$ cat config.mk
export PLATFORM = sky130hd
export DESIGN_NAME = acq_power_seq
export DESIGN_NICKNAME = d
export VERILOG_FILES = /design/src/rtl/acq_power_pkg.sv /design/src/rtl/settle_timer.sv /design/src/rtl/pend_flag.sv /design/src/rtl/stage_enable_decode.sv /design/src/rtl/acq_power_seq.sv
export SDC_FILE = /design/constraint.sdc
export NUM_CORES = 1
export LEC_CHECK = 0
export ABC_AREA = 1
export BUFFER_PORTS_ARGS = -buffer_cell sky130_fd_sc_hd__buf_4
export CORE_MARGIN = 1
export CORE_UTILIZATION = 56
export CTS_BUF_LIST = sky130_fd_sc_hd__clkbuf_2 sky130_fd_sc_hd__clkbuf_4 sky130_fd_sc_hd__clkbuf_8
export DETAILED_ROUTE_END_ITERATION = 10
export HOLD_SLACK_MARGIN = 0.08
export PLACE_DENSITY = 0.9
export SETUP_SLACK_MARGIN = 0.2
export SYNTH_ARGS = -nofsm -noshare
export SYNTH_HDL_FRONTEND = slang
export SYNTH_SLANG_ARGS = --single-unit
$ cat constraint.sdc
create_clock -name clk -period 1.97 [get_ports clk]
set_clock_uncertainty 0.05 [all_clocks]
set_input_delay 0.0985 -clock clk [delete_from_list [all_inputs] [get_ports clk]]
set_output_delay 0.0985 -clock clk [all_outputs]
set_load 0.01 [all_outputs]
$ cat src/rtl/acq_power_pkg.sv
package acq_power_pkg;
  typedef enum logic [3:0] {
    S_IDLE    = 4'd0,
    S_FE_UP   = 4'd1,
    S_FE_INIT = 4'd2,
    S_ST_UP   = 4'd3,
    S_ACQ     = 4'd4,
    S_FE_DN   = 4'd5,
    S_SR_UP   = 4'd6,
    S_BK_UP   = 4'd7,
    S_XFER    = 4'd8,
    S_BK_DN   = 4'd9,
    S_ST_DN   = 4'd10
  } seq_state_e;
endpackage

$ cat src/rtl/settle_timer.sv
module settle_timer #(
  parameter int unsigned SETTLE_CYC = 16
) (
  input  logic clk,
  input  logic rst_n,
  input  logic run,
  output logic done
);
  localparam int unsigned CW = $clog2(SETTLE_CYC + 1);

  logic [CW-1:0] cnt_q, cnt_d;

  assign done = run && (cnt_q == CW'(SETTLE_CYC - 1));

  always_comb begin
    cnt_d = cnt_q;
    if (!run || done) cnt_d = '0;
    else              cnt_d = cnt_q + CW'(1);
  end

  always_ff @(posedge clk or negedge rst_n) begin
    if (!rst_n) cnt_q <= '0;
    else        cnt_q <= cnt_d;
  end

  AST_TIMER_BOUND: assert property (@(posedge clk) disable iff (!rst_n)
    cnt_q < CW'(SETTLE_CYC));
endmodule

$ cat src/rtl/pend_flag.sv
module pend_flag (
  input  logic clk,
  input  logic rst_n,
  input  logic set,
  input  logic clr,
  output logic q
);
  logic q_d;

  always_comb begin
    q_d = q;
    if (clr)      q_d = 1'b0;
    else if (set) q_d = 1'b1;
  end

  always_ff @(posedge clk or negedge rst_n) begin
    if (!rst_n) q <= 1'b0;
    else        q <= q_d;
  end

  AST_CLEAR_WINS: assert property (@(posedge clk) disable iff (!rst_n)
    clr |=> !q);
endmodule

$ cat src/rtl/stage_enable_decode.sv
module stage_enable_decode
  import acq_power_pkg::*;
(
  input  seq_state_e state,
  input  logic       drive_sel,
  output logic       en_front,
  output logic       en_store,
  output logic       en_bulk,
  output logic [1:0] en_drive,
  output logic       settling
);
  always_comb begin
    en_front = 1'b0;
    en_store = 1'b0;
    en_bulk  = 1'b0;
    en_drive = 2'b00;
    settling = 1'b0;
    unique case (state)
      S_FE_UP:   begin en_front = 1'b1; settling = 1'b1; end
      S_FE_INIT: en_front = 1'b1;
      S_ST_UP:   begin en_front = 1'b1; en_store = 1'b1; settling = 1'b1; end
      S_ACQ:     begin en_front = 1'b1; en_store = 1'b1; end
      S_FE_DN,
      S_SR_UP,
      S_BK_DN:   begin en_store = 1'b1; settling = 1'b1; end
      S_BK_UP:   begin en_store = 1'b1; en_bulk = 1'b1; settling = 1'b1; end
      S_XFER: begin
        en_store = 1'b1;
        en_bulk  = 1'b1;
        en_drive = drive_sel ? 2'b10 : 2'b01;
      end
      S_ST_DN:   settling = 1'b1;
      default:   ;
    endcase
  end
endmodule

$ cat src/rtl/acq_power_seq.sv
module acq_power_seq
  import acq_power_pkg::*;
#(
  parameter int unsigned SETTLE_CYC = 16
) (
  input  logic       clk,
  input  logic       rst_n,
  input  logic       watch_trig,
  input  logic       fe_ready,
  input  logic       store_full,
  input  logic       host_req,
  input  logic       xfer_done,
  input  logic       drive_sel,
  output logic       en_front,
  output logic       en_store,
  output logic       en_bulk,
  output logic [1:0] en_drive
);
  seq_state_e state_q, state_d;
  logic settling, settled;
  logic host_q, thr_q, host_pend, thr_pend, in_xfer;

  assign in_xfer   = (state_q == S_XFER);
  assign host_pend = host_q | host_req;
  assign thr_pend  = thr_q | store_full;

  settle_timer #(.SETTLE_CYC(SETTLE_CYC)) u_timer (
    .clk(clk), .rst_n(rst_n), .run(settling), .done(settled)
  );

  pend_flag u_host_flag (
    .clk(clk), .rst_n(rst_n), .set(host_req), .clr(in_xfer), .q(host_q)
  );

  pend_flag u_thr_flag (
    .clk(clk), .rst_n(rst_n), .set(store_full), .clr(in_xfer), .q(thr_q)
  );

  stage_enable_decode u_dec (
    .state(state_q), .drive_sel(drive_sel),
    .en_front(en_front), .en_store(en_store), .en_bulk(en_bulk),
    .en_drive(en_drive), .settling(settling)
  );

  always_comb begin
    state_d = state_q;
    unique case (state_q)
      S_IDLE: begin
        if (host_pend)       state_d = S_SR_UP;
        else if (watch_trig) state_d = S_FE_UP;
      end
      S_FE_UP:   if (settled)    state_d = S_FE_INIT;
      S_FE_INIT: if (fe_ready)   state_d = S_ST_UP;
      S_ST_UP:   if (settled)    state_d = S_ACQ;
      S_ACQ:     if (!watch_trig) state_d = S_FE_DN;
      S_FE_DN:   if (settled)    state_d = (thr_pend || host_pend) ? S_BK_UP : S_ST_DN;
      S_SR_UP:   if (settled)    state_d = S_BK_UP;
      S_BK_UP:   if (settled)    state_d = S_XFER;
      S_XFER:    if (xfer_done)  state_d = S_BK_DN;
      S_BK_DN:   if (settled)    state_d = S_ST_DN;
      S_ST_DN:   if (settled)    state_d = S_IDLE;
      default:                   state_d = S_IDLE;
    endcase
  end

  always_ff @(posedge clk or negedge rst_n) begin
    if (!rst_n) state_q <= S_IDLE;
    else        state_q <= state_d;
  end

  AST_FRONT_BULK_EXCL: assert property (@(posedge clk) disable iff (!rst_n)
    !(en_front && en_bulk));
  AST_BULK_NEEDS_STORE: assert property (@(posedge clk) disable iff (!rst_n)
    en_bulk |-> en_store);
  AST_ONE_DRIVE: assert property (@(posedge clk) disable iff (!rst_n)
    ($countones(en_drive) <= 1) && (!(|en_drive) || en_bulk));
  AST_BULK_AFTER_STORE: assert property (@(posedge clk) disable iff (!rst_n)
    $rose(en_bulk) |-> $past(en_store));
  AST_STORE_AFTER_FRONT: assert property (@(posedge clk) disable iff (!rst_n)
    ($rose(en_store) && en_front) |-> $past(en_front));
  AST_STORE_OFF_LAST: assert property (@(posedge clk) disable iff (!rst_n)
    $fell(en_store) |-> (!en_front && !en_bulk));
  AST_DONE_DROPS_BULK: assert property (@(posedge clk) disable iff (!rst_n)
    (in_xfer && xfer_done) |=> (!en_bulk && en_drive == 2'b00));
endmodule

Yosys cells after proc, flatten, opt, wreduce, memory -nomap -nowiden. Index checks and enable logic that the tools add are counted.

Add/sub/neg operators: 1. Reductions and logical operators: 12. Bitwise gates (word level): 2. Muxes and demuxes: 25. Equal/unequal tests: 22.

Operators by type and width (number): $mux 4 (13); $pmux 4 s11 (1); $ne 2x2->1 const B (10); $eq 4x3->1 const B (4); $reduce_or 7->1 (2); $eq 4x4->1 const B (3); $reduce_and 11->1 (1); $eq 4x2->1 const B (2); $mux 1 (8); $add 5x1->5 const B (1); $eq 5x4->1 const B (1); $mux 5 (1); $eq 4x1->1 const B (1); $logic_not 4->1 (1); $mux 2 (2); $reduce_bool 2->1 (2); $reduce_or 4->1 (1); $ne 3x3->1 const B (1); $logic_or 1x1->1 (2); $or 1x1->1 (2); $reduce_or 2->1 (1); $logic_and 1x1->1 (1); $logic_not 1->1 (1).

Output and inout bits: 5. Bits of input ports: 8. Register bits: 11. Logic and storage cells: 66.

Logic depth before layout (Yosys ltp). Gate-level depths: netlist of the first run.

Word-level depth: 6. Gate-level depth with buffers: 9. Gate-level depth less buffers: 9.

By module. A second synthesis of the first run with hierarchy kept.

Cell total of the unflattened synthesis: 134. Area total of the unflattened synthesis: 827.0 µm².

Modules (own cells, without submodules): acq_power_seq (times used 1, sequential area each 100.1 µm², cells an instance 75, area an instance 425.4 µm²); settle_timer (times used 1, sequential area each 125.1 µm², cells an instance 28, area an instance 232.7 µm²); stage_enable_decode (times used 1, sequential area each 0.0 µm², cells an instance 25, area an instance 103.8 µm²); pend_flag (times used 2, sequential area each 25.0 µm², cells an instance 3, area an instance 32.5 µm²).

Worst setup path after synthesis of the first run. No wires, ideal clock.

Path kind: register -> register. Start point: reg u_timer.cnt_q[0]. End point: reg state_q[2]. Arrival time: 1415 ps. Setup time: 117 ps. Setup slack: 387 ps. Stages on the path, launching flop included: 10. Period minus slack after synthesis: 1583 ps. Data required time: 1803 ps. Buffers on the path: 0. Cell sequence: dfrtp_1 ha_1 and3_1 ha_1 nor2_2 nand2_1 nor2_1 nor2_2 nand3_1 nand2_1.

Longest elaborated chain between the ends: 4. Elaborated cells on any way between the ends: 10. Those cells by class: eq/ne: 8; reduce/logical: 2.

RTL lines: from (decl) (RTL line settle_timer.sv:11) `logic [CW-1:0] cnt_q, cnt_d;`; from (signal assigned) (RTL line settle_timer.sv:23) `else cnt_q <= cnt_d;`; $eq 5x4->1 (*) (RTL line settle_timer.sv:13) `assign done = run && (cnt_q == CW'(SETTLE_CYC - 1));`; $logic_and 1x1->1 (*) (RTL line settle_timer.sv:13); $ne 2x2->1 (no source line); $reduce_and 11->1 (no source line) (*); to (signal assigned) (RTL line acq_power_seq.sv:68) `else state_q <= state_d;`; to (decl) (RTL line acq_power_seq.sv:19) `seq_state_e state_q, state_d;`.

Every way passes the cells marked *; elsewhere a longest branch is shown, timed or not. A chain may end at the register's enable or synchronous reset.

Worst setup path after layout of the first run. Same ends and word-level chain as after synthesis.

==> results.ini, run 1 <==
[finish]
nets = 148
fin_cells = 151
seqCellArea_um2 = 275
syn_to_final_growth_pct = 26.9
multiInputGateArea_um2 = 434
drive_gt1_share_pct = 20.4
n_antenna_cell = 0
post-route-cell-area_um2 = 956
n_fill_cell = 79

[placed_design]
gp_congestion = 0.901
io_buffers = 12
place_area_um2 = 861
dp.cells = 143
dp_hpwl_um = 1320

[global_route]
antenna_found_initial = 0
overflow = 0
grt_pass1_vias = 712
track_usage_pct = 27.5
grt_max_degree = 12
grt_pass1_wl_um = 2770

[floorplan]
num_io_pins = 13
start_util_pct = 64.3
die_x_um = 38.7
dieArea_um2 = 1500
core_um2 = 1170
die_h_um = 38.7
rows = 12

[yosys]
synth_top_cell_by_area = dfrtp_1
yosys-top-cells-area = dfrtp_1 37%, nand2_1 14%, nor2_1 13%
synth.top_cell.area_share_pct = 36.5
syn-cell-area_um2 = 753
syn_inst = 117
synth_xor_xnor_area_share_pct = 1.16
synth_top_family_by_area = simple AND/OR/NAND/NOR gates
seq_area_frac_synth_pct = 36.5
synth_compound_area_share_pct = 4.98
synth_fp_nets = 127
syn_area_per_cell_um2 = 6.44
synth_simple_gate_area_share_pct = 44.5
yosysUniqueCellTypes = 13
synthMuxAreaShare_pct = 0
synth_seq_cells = 11
yosys_warnings = 0
synth_fa_ha_area_share_pct = 3.32

[worst_setup_path]
path_cells = ha_2 > and3_1 > ha_1 > nor2_2 > nand2_1 > nor2_2 > nor2_2 > nand3_1 > nand2_1
crit_arrival_ns = 1.80
critPathRequiredTime_ns = 2.08
cpLargestDelayFamily = simple AND/OR/NAND/NOR gates
r2r-start = u_timer.cnt_q[0]
crit_buf_inv = 0
cp-end-kind = register
rrSetupSlack_ns = 0.28
crit_path_start_kind = register
max_stage_delay_ns = 0.40
worst-setup-path-type = reg2reg
critPathCapture = state_q[2]
timing.rr.end = state_q[2]
cpMostUsedCell = nor2_2
rr_worst_depth = 9
startpoint = u_timer.cnt_q[0]
crit_slowest_cell = dfrtp_1
critical_path.max_fanout = 4
cp.depth = 9

[clocking]
clk_pin_slew_ns = 0.07
clock-sinks = 11
cts_buffer_depth = 2
cts-root-buf = clkbuf_4
cts_tree = built
cts_buffers = 3
h-tree-depth = 1
clock_latency_ns = 0.27

[power_and_ir_drop]
power.switching_mw = 0.664
sw_frac_of_total_pct = 49.2
p_int_mw = 0.686
p_seq_share_pct = 27.7
p_per_area_nw_per_um2 = 1410
pwr-share-comb_pct = 59.9
max-vdd-ir-drop_mv = 0.945
power_frac_clock_pct = 12.4
p_leak_nw = 0.527

[sta]
tns_ns = 0
rsz0062_at_grt = no
clock.fmax_ghz = 0.591
hold_violations = 0
min_period_over_period_pct = 85.9
fin_crit_ns = 1.69
fin_hold_ws_ns = 0.163
slew_headroom_pct = 79.1
setup_violations = 0
drv_slew = 0
tightest_slew_ns = 0.313

[detailed_routing]
dr_total_vias = 828
ant_nets = 0
drtIter0Drc = 49
drt_first_pass_iters = 4
wire_per_inst_um = 12.6
viasPerCell = 5.48
drc = 0
routed_wl_um = 1900

[flow_run]
cap_violations = 0

[worst_hold_path]
hold_class = in2async

[run_status]
status = finished, final reports clean

## cells in the mapped netlist
library cell,instances
o21ai_0,2
nor2_1,26
and3_1,1
nand2_1,29
a21oi_1,4
o21bai_1,1
inv_1,19
xor2_1,1
nor2_2,6
dfrtp_1,11
ha_1,2
nand3_1,13
nand3_2,2
## timing repair
action,CTS,global route
buffers inserted,0,1
endpoints found under the setup margin,0,8
resized for setup,0,6
hold buffers,3,0
endpoints found under the hold margin,13,0
## sequential cells by signal, indices dropped and copies added, names as in the netlist
register,cells
u_host_flag.q,1
u_thr_flag.q,1
state_q,4
u_timer.cnt_q,5
## worst reg2reg max path, cell delays in order, from the launching register on
cell and delay, ns:
dfrtp_1 0.40, ha_2 0.20, and3_1 0.18, ha_1 0.19, nor2_2 0.11, nand2_1 0.09, nor2_2 0.16, nor2_2 0.07
nand3_1 0.09, nand2_1 0.05
## per-stage QoR
step                      utilization, %  setup WS, ns  power, mW
after CTS                           78.6         0.207       1.25
after detailed placement            73.5         0.240       1.07
after global routing                81.6         0.140       1.46
after floorplan                        -         0.387      0.870
final                               81.6         0.277       1.35
after global placement              73.5         0.319       1.04
## how the worst min path moves through the flow
stage,startpoint,end,slack (ns)
after CTS,rst_n,u_thr_flag.q,0.14
after global routing,rst_n,u_thr_flag.q,0.17
final,rst_n,u_thr_flag.q,0.16
after detailed placement,rst_n,u_thr_flag.q,-0.11
after global placement,rst_n,u_host_flag.q,-0.11
after floorplan,rst_n,state_q[0],-0.25
## power by group through the flow
stage,clock (mW),combinational (mW),sequential (mW)
after CTS,0.170,0.706,0.369
final,0.167,0.808,0.374
after global routing,0.175,0.907,0.383
after floorplan,0,0.517,0.353
after global placement,0,0.673,0.369
after detailed placement,0,0.698,0.373
## logic make-up (layout without fill, tap and decap cells)
group / Yosys count / after routing
AOI/OAI and AO/OA: 7 / 7
adders and majority gates: 2 / 2
and+or+nand+nor: 77 / 77
buffers and inverters: 19 / 39
xor gates and xnor gates: 1 / 1
DFF: 11 / 11
## area by class of cell
class	instances	area share, %
clock buffers	4	3.14
multi-input cells	87	45.4
flip-flops and latches	11	28.8
repair buffers	16	13.4
inverters	19	7.46
well taps	14	1.83
## cell usage in the layout (no fill, tap or decap), types with 2 or more instances in the layout
| master | Yosys | routed |
|---|---|---|
| nand2_1 | 29 | 29 |
| nor2_1 | 26 | 24 |
| inv_1 | 19 | 19 |
| nand3_1 | 13 | 13 |
| buf_4 | 0 | 13 |
| dfrtp_1 | 11 | 11 |
| nor2_2 | 6 | 7 |
| a21oi_1 | 4 | 4 |
| clkbuf_4 | 0 | 4 |
| dlygate4sd3_1 | 0 | 3 |
| nand3_4 | 0 | 2 |
| o21ai_0 | 2 | 2 |
## routing by layer
layer	vias to the layer above	share of wire (%)	GRT usage [%]
met5	-	0	0
met4	0	1.6	6.90
met3	4	8.1	9.25
met2	41	51	44.6
met1	382	39	35.0
li1	401	-	-
Power figures use the tool's default switching activity.
==> inputs of run 2 (changes only) <==
- ABC_AREA: 1 -> 0
- CORE_UTILIZATION: 56 -> 52
- CTS_BUF_LIST: sky130_fd_sc_hd__clkbuf_2 sky130_fd_sc_hd__clkbuf_4 sky130_fd_sc_hd__clkbuf_8 -> default
- PLACE_DENSITY: 0.9 -> 0.85
==> results.ini, run 2 <==
[yosys]
synth_fp_nets = 88  ; -31%
yosys_warnings = 0  ; unchanged
seq_area_frac_synth_pct = 39.2  ; +2.7 points
syn_inst = 78  ; -33%
synth_top_cells_by_count = 14 x nor2_1, 11 x dfrtp_1, 4 x buf_2, 4 x inv_1
synth-edff-count = 0  ; unchanged
synth.top_cell.area_share_pct = 39.2  ; +2.7 points
syn-cell-area_um2 = 702  ; -6.8%
yosys-top-cells-area = dfrtp_1 39%, nor2_1 7.5%, o221ai_4 3.7%
synth_top_cell_by_area = dfrtp_1
syn_area_per_cell_um2 = 9.00  ; +40%
synth.most_common_cell = nor2_1
yosysUniqueCellTypes = 32  ; +19
async_reset_ff_share_pct = 100  ; unchanged
synth_seq_cells = 11  ; unchanged
synthFlopType = dfrtp_1

[sta]
tns_ns = 0  ; unchanged
rsz0062_at_grt = no
min_period_over_period_pct = 86.4  ; +0.50 points
tightest_slew_ns = 0.560  ; +0.247 ns
setup_violations = 0  ; unchanged
clock.fmax_ghz = 0.587  ; -0.58%
slew_headroom_pct = 62.3  ; -17 points
drv_slew = 0  ; unchanged
hold_violations = 0  ; unchanged
fin_crit_ns = 1.70  ; +0.00994 ns

[worst_setup_path]
r2r-start = u_timer.cnt_q[0]
critPathCapture = en_drive[1]
critPathRequiredTime_ns = 1.82  ; -0.26 ns
rr_worst_depth = 7  ; -2
crit_arrival_ns = 1.55  ; -0.25 ns
critical_path.max_fanout = 12  ; +8
crit_path_start_kind = register
startpoint = state_q[2]
worst-setup-path-type = reg2out
rrSetupSlack_ns = 0.31  ; +0.03 ns
cp-end-kind = output port
timing.rr.end = state_q[0]

[detailed_routing]
drt_first_pass_iters = 4  ; unchanged
drtIter0Drc = 15  ; -69%
dr_total_vias = 642  ; -22%
ant_nets = 0  ; unchanged
wire_per_inst_um = 14.5  ; +15%
drc = 0  ; unchanged
routed_wl_um = 1590  ; -16%
viasPerCell = 5.84  ; +6.4%

[clocking]
clk_pin_slew_ns = 0.07  ; about the same
clock_latency_ns = 0.27  ; about the same
clock-sinks = 11  ; unchanged
cts_buffer_depth = 2  ; unchanged
cts-root-buf = clkbuf_4
h-tree-depth = 1  ; unchanged
cts_buffers = 3  ; unchanged
cts_tree = built

[floorplan]
rows = 12  ; unchanged
core_um2 = 1190  ; +1.3%
num_io_pins = 13  ; unchanged
dieArea_um2 = 1500  ; +0.34%
die_h_um = 38.7  ; +0.17%
start_util_pct = 59.2  ; -5.1 points
die_x_um = 38.7  ; +0.17%

[finish]
layout_commonest_cell = buf_4
syn_to_final_growth_pct = 28.2
fin_cells = 110  ; -27%
regMostFlops = u_timer.cnt_q
n_antenna_cell = 0  ; unchanged
nets = 107  ; -28%
reg_top3 = u_timer.cnt_q x5, state_q x4
largest_reg_flops = 5  ; unchanged
drive_gt1_share_pct = 31.3  ; +11 points
most-common-layout-cells = 17 x buf_4, 14 x nor2_1, 8 x dfrtp_1, 4 x inv_1
n_fill_cell = 87  ; +10%

[global_route]
overflow = 0  ; unchanged
grt_pass1_wl_um = 2490  ; -10%
track_usage_pct = 24.7  ; -2.8 points
antenna_found_initial = 0  ; unchanged
grt_max_degree = 19  ; +7
grt_pass1_vias = 537  ; -25%

[worst_hold_path]
hold_class = in2reg
hold_depth = 3

[placed_design]
gp_congestion = 0.810  ; -10%
dp_hpwl_um = 1080  ; -18%
dp.cells = 101  ; -29%
io_buffers = 12  ; unchanged

[power_and_ir_drop]
total_power_mw = 1.40  ; +4.1%
max-vdd-ir-drop_mv = 0.832  ; -12%
p_per_area_nw_per_um2 = 1560  ; +11%
p_leak_nw = 0.381  ; -28%

[run_status]
status = finished, final reports clean

[flow_run]
cap_violations = 0  ; unchanged

==> run 2: changes by cell type in the layout (fill, tap and decap cells not counted), moves of 3 or more <==
| cell | previous run | this run |
|---|---|---|
| nand2_1 | 29 | 0 |
| dfrtp_1 | 11 | 8 |
| buf_4 | 13 | 17 |
| nor2_2 | 7 | 0 |
| dfrtp_2 | 0 | 3 |
| nor2_1 | 24 | 14 |
| inv_1 | 19 | 4 |
| nand3_1 | 13 | 2 |
| nor4_1 | 0 | 3 |
==> run 2: metal layers <==
layer | part of all wire [%] | global-route usage (%)
met5 | 0 | 0
met4 | 0.75 | 5.17
met3 | 3.7 | 5.20
met2 | 52 | 40.0
met1 | 43 | 33.8
==> run 2: area by class of cell <==
cell class	count	area (um2)	share of cell area [%]
clock buffer	4	26.3	2.92
inverter	5	18.8	2.09
multi-input combinational	57	410	45.6
sequential	11	279	31.0
tap	14	17.5	1.95
timing repair buffer	19	148	16.4
==> run 2: kinds of logic (layout without fill, tap and decap cells) <==
| family | after synthesis | in the layout | synth area share [%] |
|---|---|---|---|
| AND/OR/NAND/NOR | 29 | 29 | 20.7 |
| AO/OA/AOI/OAI | 21 | 21 | 24.1 |
| flip-flops | 11 | 11 | 39.2 |
| buffers and inverters | 10 | 28 | 6.06 |
| XOR/XNOR | 4 | 4 | 4.99 |
| adder cells (fa/ha/maj) | 2 | 2 | 3.56 |
| multiplexers | 1 | 1 | 1.43 |
==> run 2: how the worst min path moves through the flow <==
| stage | startpoint | endpoint |
|---|---|---|
| after floorplan | rst_n | state_q[0] |
| after global placement | rst_n | u_timer.cnt_q[4] |
| after detailed placement | rst_n | u_timer.cnt_q[2] |
| after CTS | host_req | u_host_flag.q |
| after global routing | host_req | u_host_flag.q |
| final | host_req | u_host_flag.q |
==> run 2: critical path, cell delays in order, from the launching register on <==
cell      delay [ns]
dfrtp_2         0.50
nand2b_1        0.27
nor3_4          0.23
and2_1          0.17
buf_4           0.12
==> run 2: where the power goes <==
group	switching [mW]	internal [mW]
Sequential	0.172	0.306
Clock	0.0764	0.0785
Combinational	0.370	0.401
==> run 2: metrics by stage <==
step	worst slack [ns]	instance area, um2	hold slack [ns]	utilization (%)
after floorplan	0.408	702	-0.247	-
after global placement	0.340	801	-0.115	67.5
after detailed placement	0.289	801	-0.113	67.5
after CTS	0.235	858	0.0873	72.4
after global routing	0.188	900	0.0859	75.8
final	0.268	900	0.0737	75.8
==> run 2: timing repair <==
action / 4_1_cts / 5_1_grt
buffers inserted: 0 / 3
hold endpoints to repair: 12 / 0
hold buffers: 2 / 0
setup endpoints to repair: 2 / 6
gates resized for setup: 2 / 5
==> inputs of run 3 (changes only) <==
- CELL_PAD_IN_SITES_DETAIL_PLACEMENT: default -> 2
- CELL_PAD_IN_SITES_GLOBAL_PLACEMENT: default -> 2
- CORE_UTILIZATION: 52 -> 31
- PLACE_DENSITY: 0.85 -> 0.84
==> results.ini, run 3 (synthesized netlist as in run 2, its figures left out) <==
[finish]
reg_top3 = u_timer.cnt_q x5, state_q x4
largest_reg_flops = 5  ; unchanged
n_antenna_cell = 0  ; unchanged
syn_to_final_growth_pct = 32.3
drive_gt1_share_pct = 33.3  ; +2.1 points
nets = 107  ; unchanged
regMostFlops = u_timer.cnt_q
n_fill_cell = 222  ; +160%
fin_cells = 123  ; +12%
most-common-layout-cells = 16 x buf_4, 14 x nor2_1, 9 x dfrtp_1
layout_commonest_cell = buf_4

[sta]
slew_headroom_pct = 70.7  ; +8.4 points
rsz0062_at_grt = yes
min_period_over_period_pct = 87.2  ; +0.79 points
drv_slew = 0  ; unchanged
clock.fmax_ghz = 0.582  ; -0.91%
fin_crit_ns = 1.72  ; +0.0156 ns
tightest_slew_ns = 0.439  ; -0.121 ns
hold_violations = 0  ; unchanged
setup_violations = 0  ; unchanged
tns_ns = 0  ; unchanged

[flow_run]
cap_violations = 0  ; unchanged

[worst_setup_path]
crit_arrival_ns = 1.57  ; +0.02 ns
critPathRequiredTime_ns = 1.82  ; about the same
worst-setup-path-type = reg2out
critical_path.max_fanout = 12  ; unchanged
rr_worst_depth = 7  ; unchanged
rrSetupSlack_ns = 0.31  ; about the same
crit_path_start_kind = register
r2r-start = u_timer.cnt_q[0]
startpoint = state_q[2]
timing.rr.end = state_q[0]
cp-end-kind = output port

[global_route]
grt_max_degree = 14  ; -5
track_usage_pct = 19.2  ; -5.5 points
overflow = 0  ; unchanged
grt_pass1_vias = 701  ; +31%
antenna_found_initial = 0  ; unchanged
grt_pass1_wl_um = 3530  ; +42%

[detailed_routing]
drtIter0Drc = 7  ; -8
dr_total_vias = 654  ; +1.9%
wire_per_inst_um = 17.1  ; +18%
drc = 0  ; unchanged
viasPerCell = 5.32  ; -8.9%
routed_wl_um = 2100  ; +32%
drt_first_pass_iters = 3  ; -1
ant_nets = 0  ; unchanged

[clocking]
cts_buffer_depth = 2  ; unchanged
clock-sinks = 11  ; unchanged
clock_latency_ns = 0.27  ; about the same
clk_pin_slew_ns = 0.08  ; about the same
cts_tree = built
cts-root-buf = clkbuf_4
cts_buffers = 3  ; unchanged
h-tree-depth = 1  ; unchanged

[placed_design]
io_buffers = 12  ; unchanged
dp_hpwl_um = 1520  ; +40%
gp_congestion = 0.821  ; +1.4%
dp.cells = 115  ; +14%

[floorplan]
die_h_um = 49.6  ; +28%
dieArea_um2 = 2460  ; +64%
start_util_pct = 34.4  ; -25 points
num_io_pins = 13  ; unchanged
rows = 16  ; +4
die_x_um = 49.6  ; +28%
core_um2 = 2040  ; +72%

[run_status]
status = finished, final reports clean

[worst_hold_path]
hold_class = in2async

[power_and_ir_drop]
max-vdd-ir-drop_mv = 0.721  ; -13%
p_per_area_nw_per_um2 = 1540  ; -1.2%
p_leak_nw = 0.381  ; about the same

run 3: critical path, cell delays in order, from the launching register on:
cell and delay, ns:
dfrtp_2 0.51, nand2b_2 0.27, nor3_4 0.20, and2_1 0.18
buf_4 0.13
run 3: layer usage:
metal	routed length, um	share of wire (%)	vias up	GRT usage, %
met5	0	0	-	0
met4	11	0.52	0	2.86
met3	33	1.6	2	4.63
met2	1110	53	5	32.9
met1	944	45	334	24.8
li1	-	-	313	-
run 3: power breakdown:
part,total (mW),internal (mW),leakage [nW],switching [mW]
sequential,0.478,0.306,0.131,0.173
combinational,0.798,0.387,0.235,0.411
clock,0.156,0.0785,0.0150,0.0778
run 3: worst max-delay path by stage:
stage          cells past startpoint     endpoint
2_1_floorplan                      7   state_q[0]
3_3_place_gp                       7   state_q[0]
3_5_place_dp                       7   state_q[0]
4_1_cts                            7   state_q[0]
5_1_grt                            4  en_drive[1]
6_report                           4  en_drive[1]
run 3: final cells by class:
class                   instances  area [um2]  share of cell area, %
multi-input cells              57         422                   45.4
flip-flops and latches         11         278                   29.9
repair buffers                 19         150                   16.2
well taps                      27        33.8                   3.64
clock buffers                   4        26.3                   2.83
inverters                       5        18.8                   2.02
run 3: timing repair:
item / CTS / global route
gates resized for setup: 3 / 7
hold endpoints to repair: 13 / 0
endpoints found under the setup margin: 3 / 5
buffers inserted: 1 / 0
hold buffers: 3 / 0
pin swaps: 1 / 1
run 3: per-stage QoR:
stage | hold WS [ns] | power, mW | setup slack (ns) | utilization, % | instance area (um2)
after detailed placement | -0.105 | 1.20 | 0.194 | 40.4 | 825
after global placement | -0.109 | 1.15 | 0.293 | 40.4 | 825
after floorplan | -0.247 | 0.942 | 0.408 | - | 702
after global routing | 0.151 | 1.55 | 0.172 | 45.5 | 928
after CTS | 0.136 | 1.40 | 0.209 | 43.9 | 896
final | 0.141 | 1.43 | 0.252 | 45.5 | 928
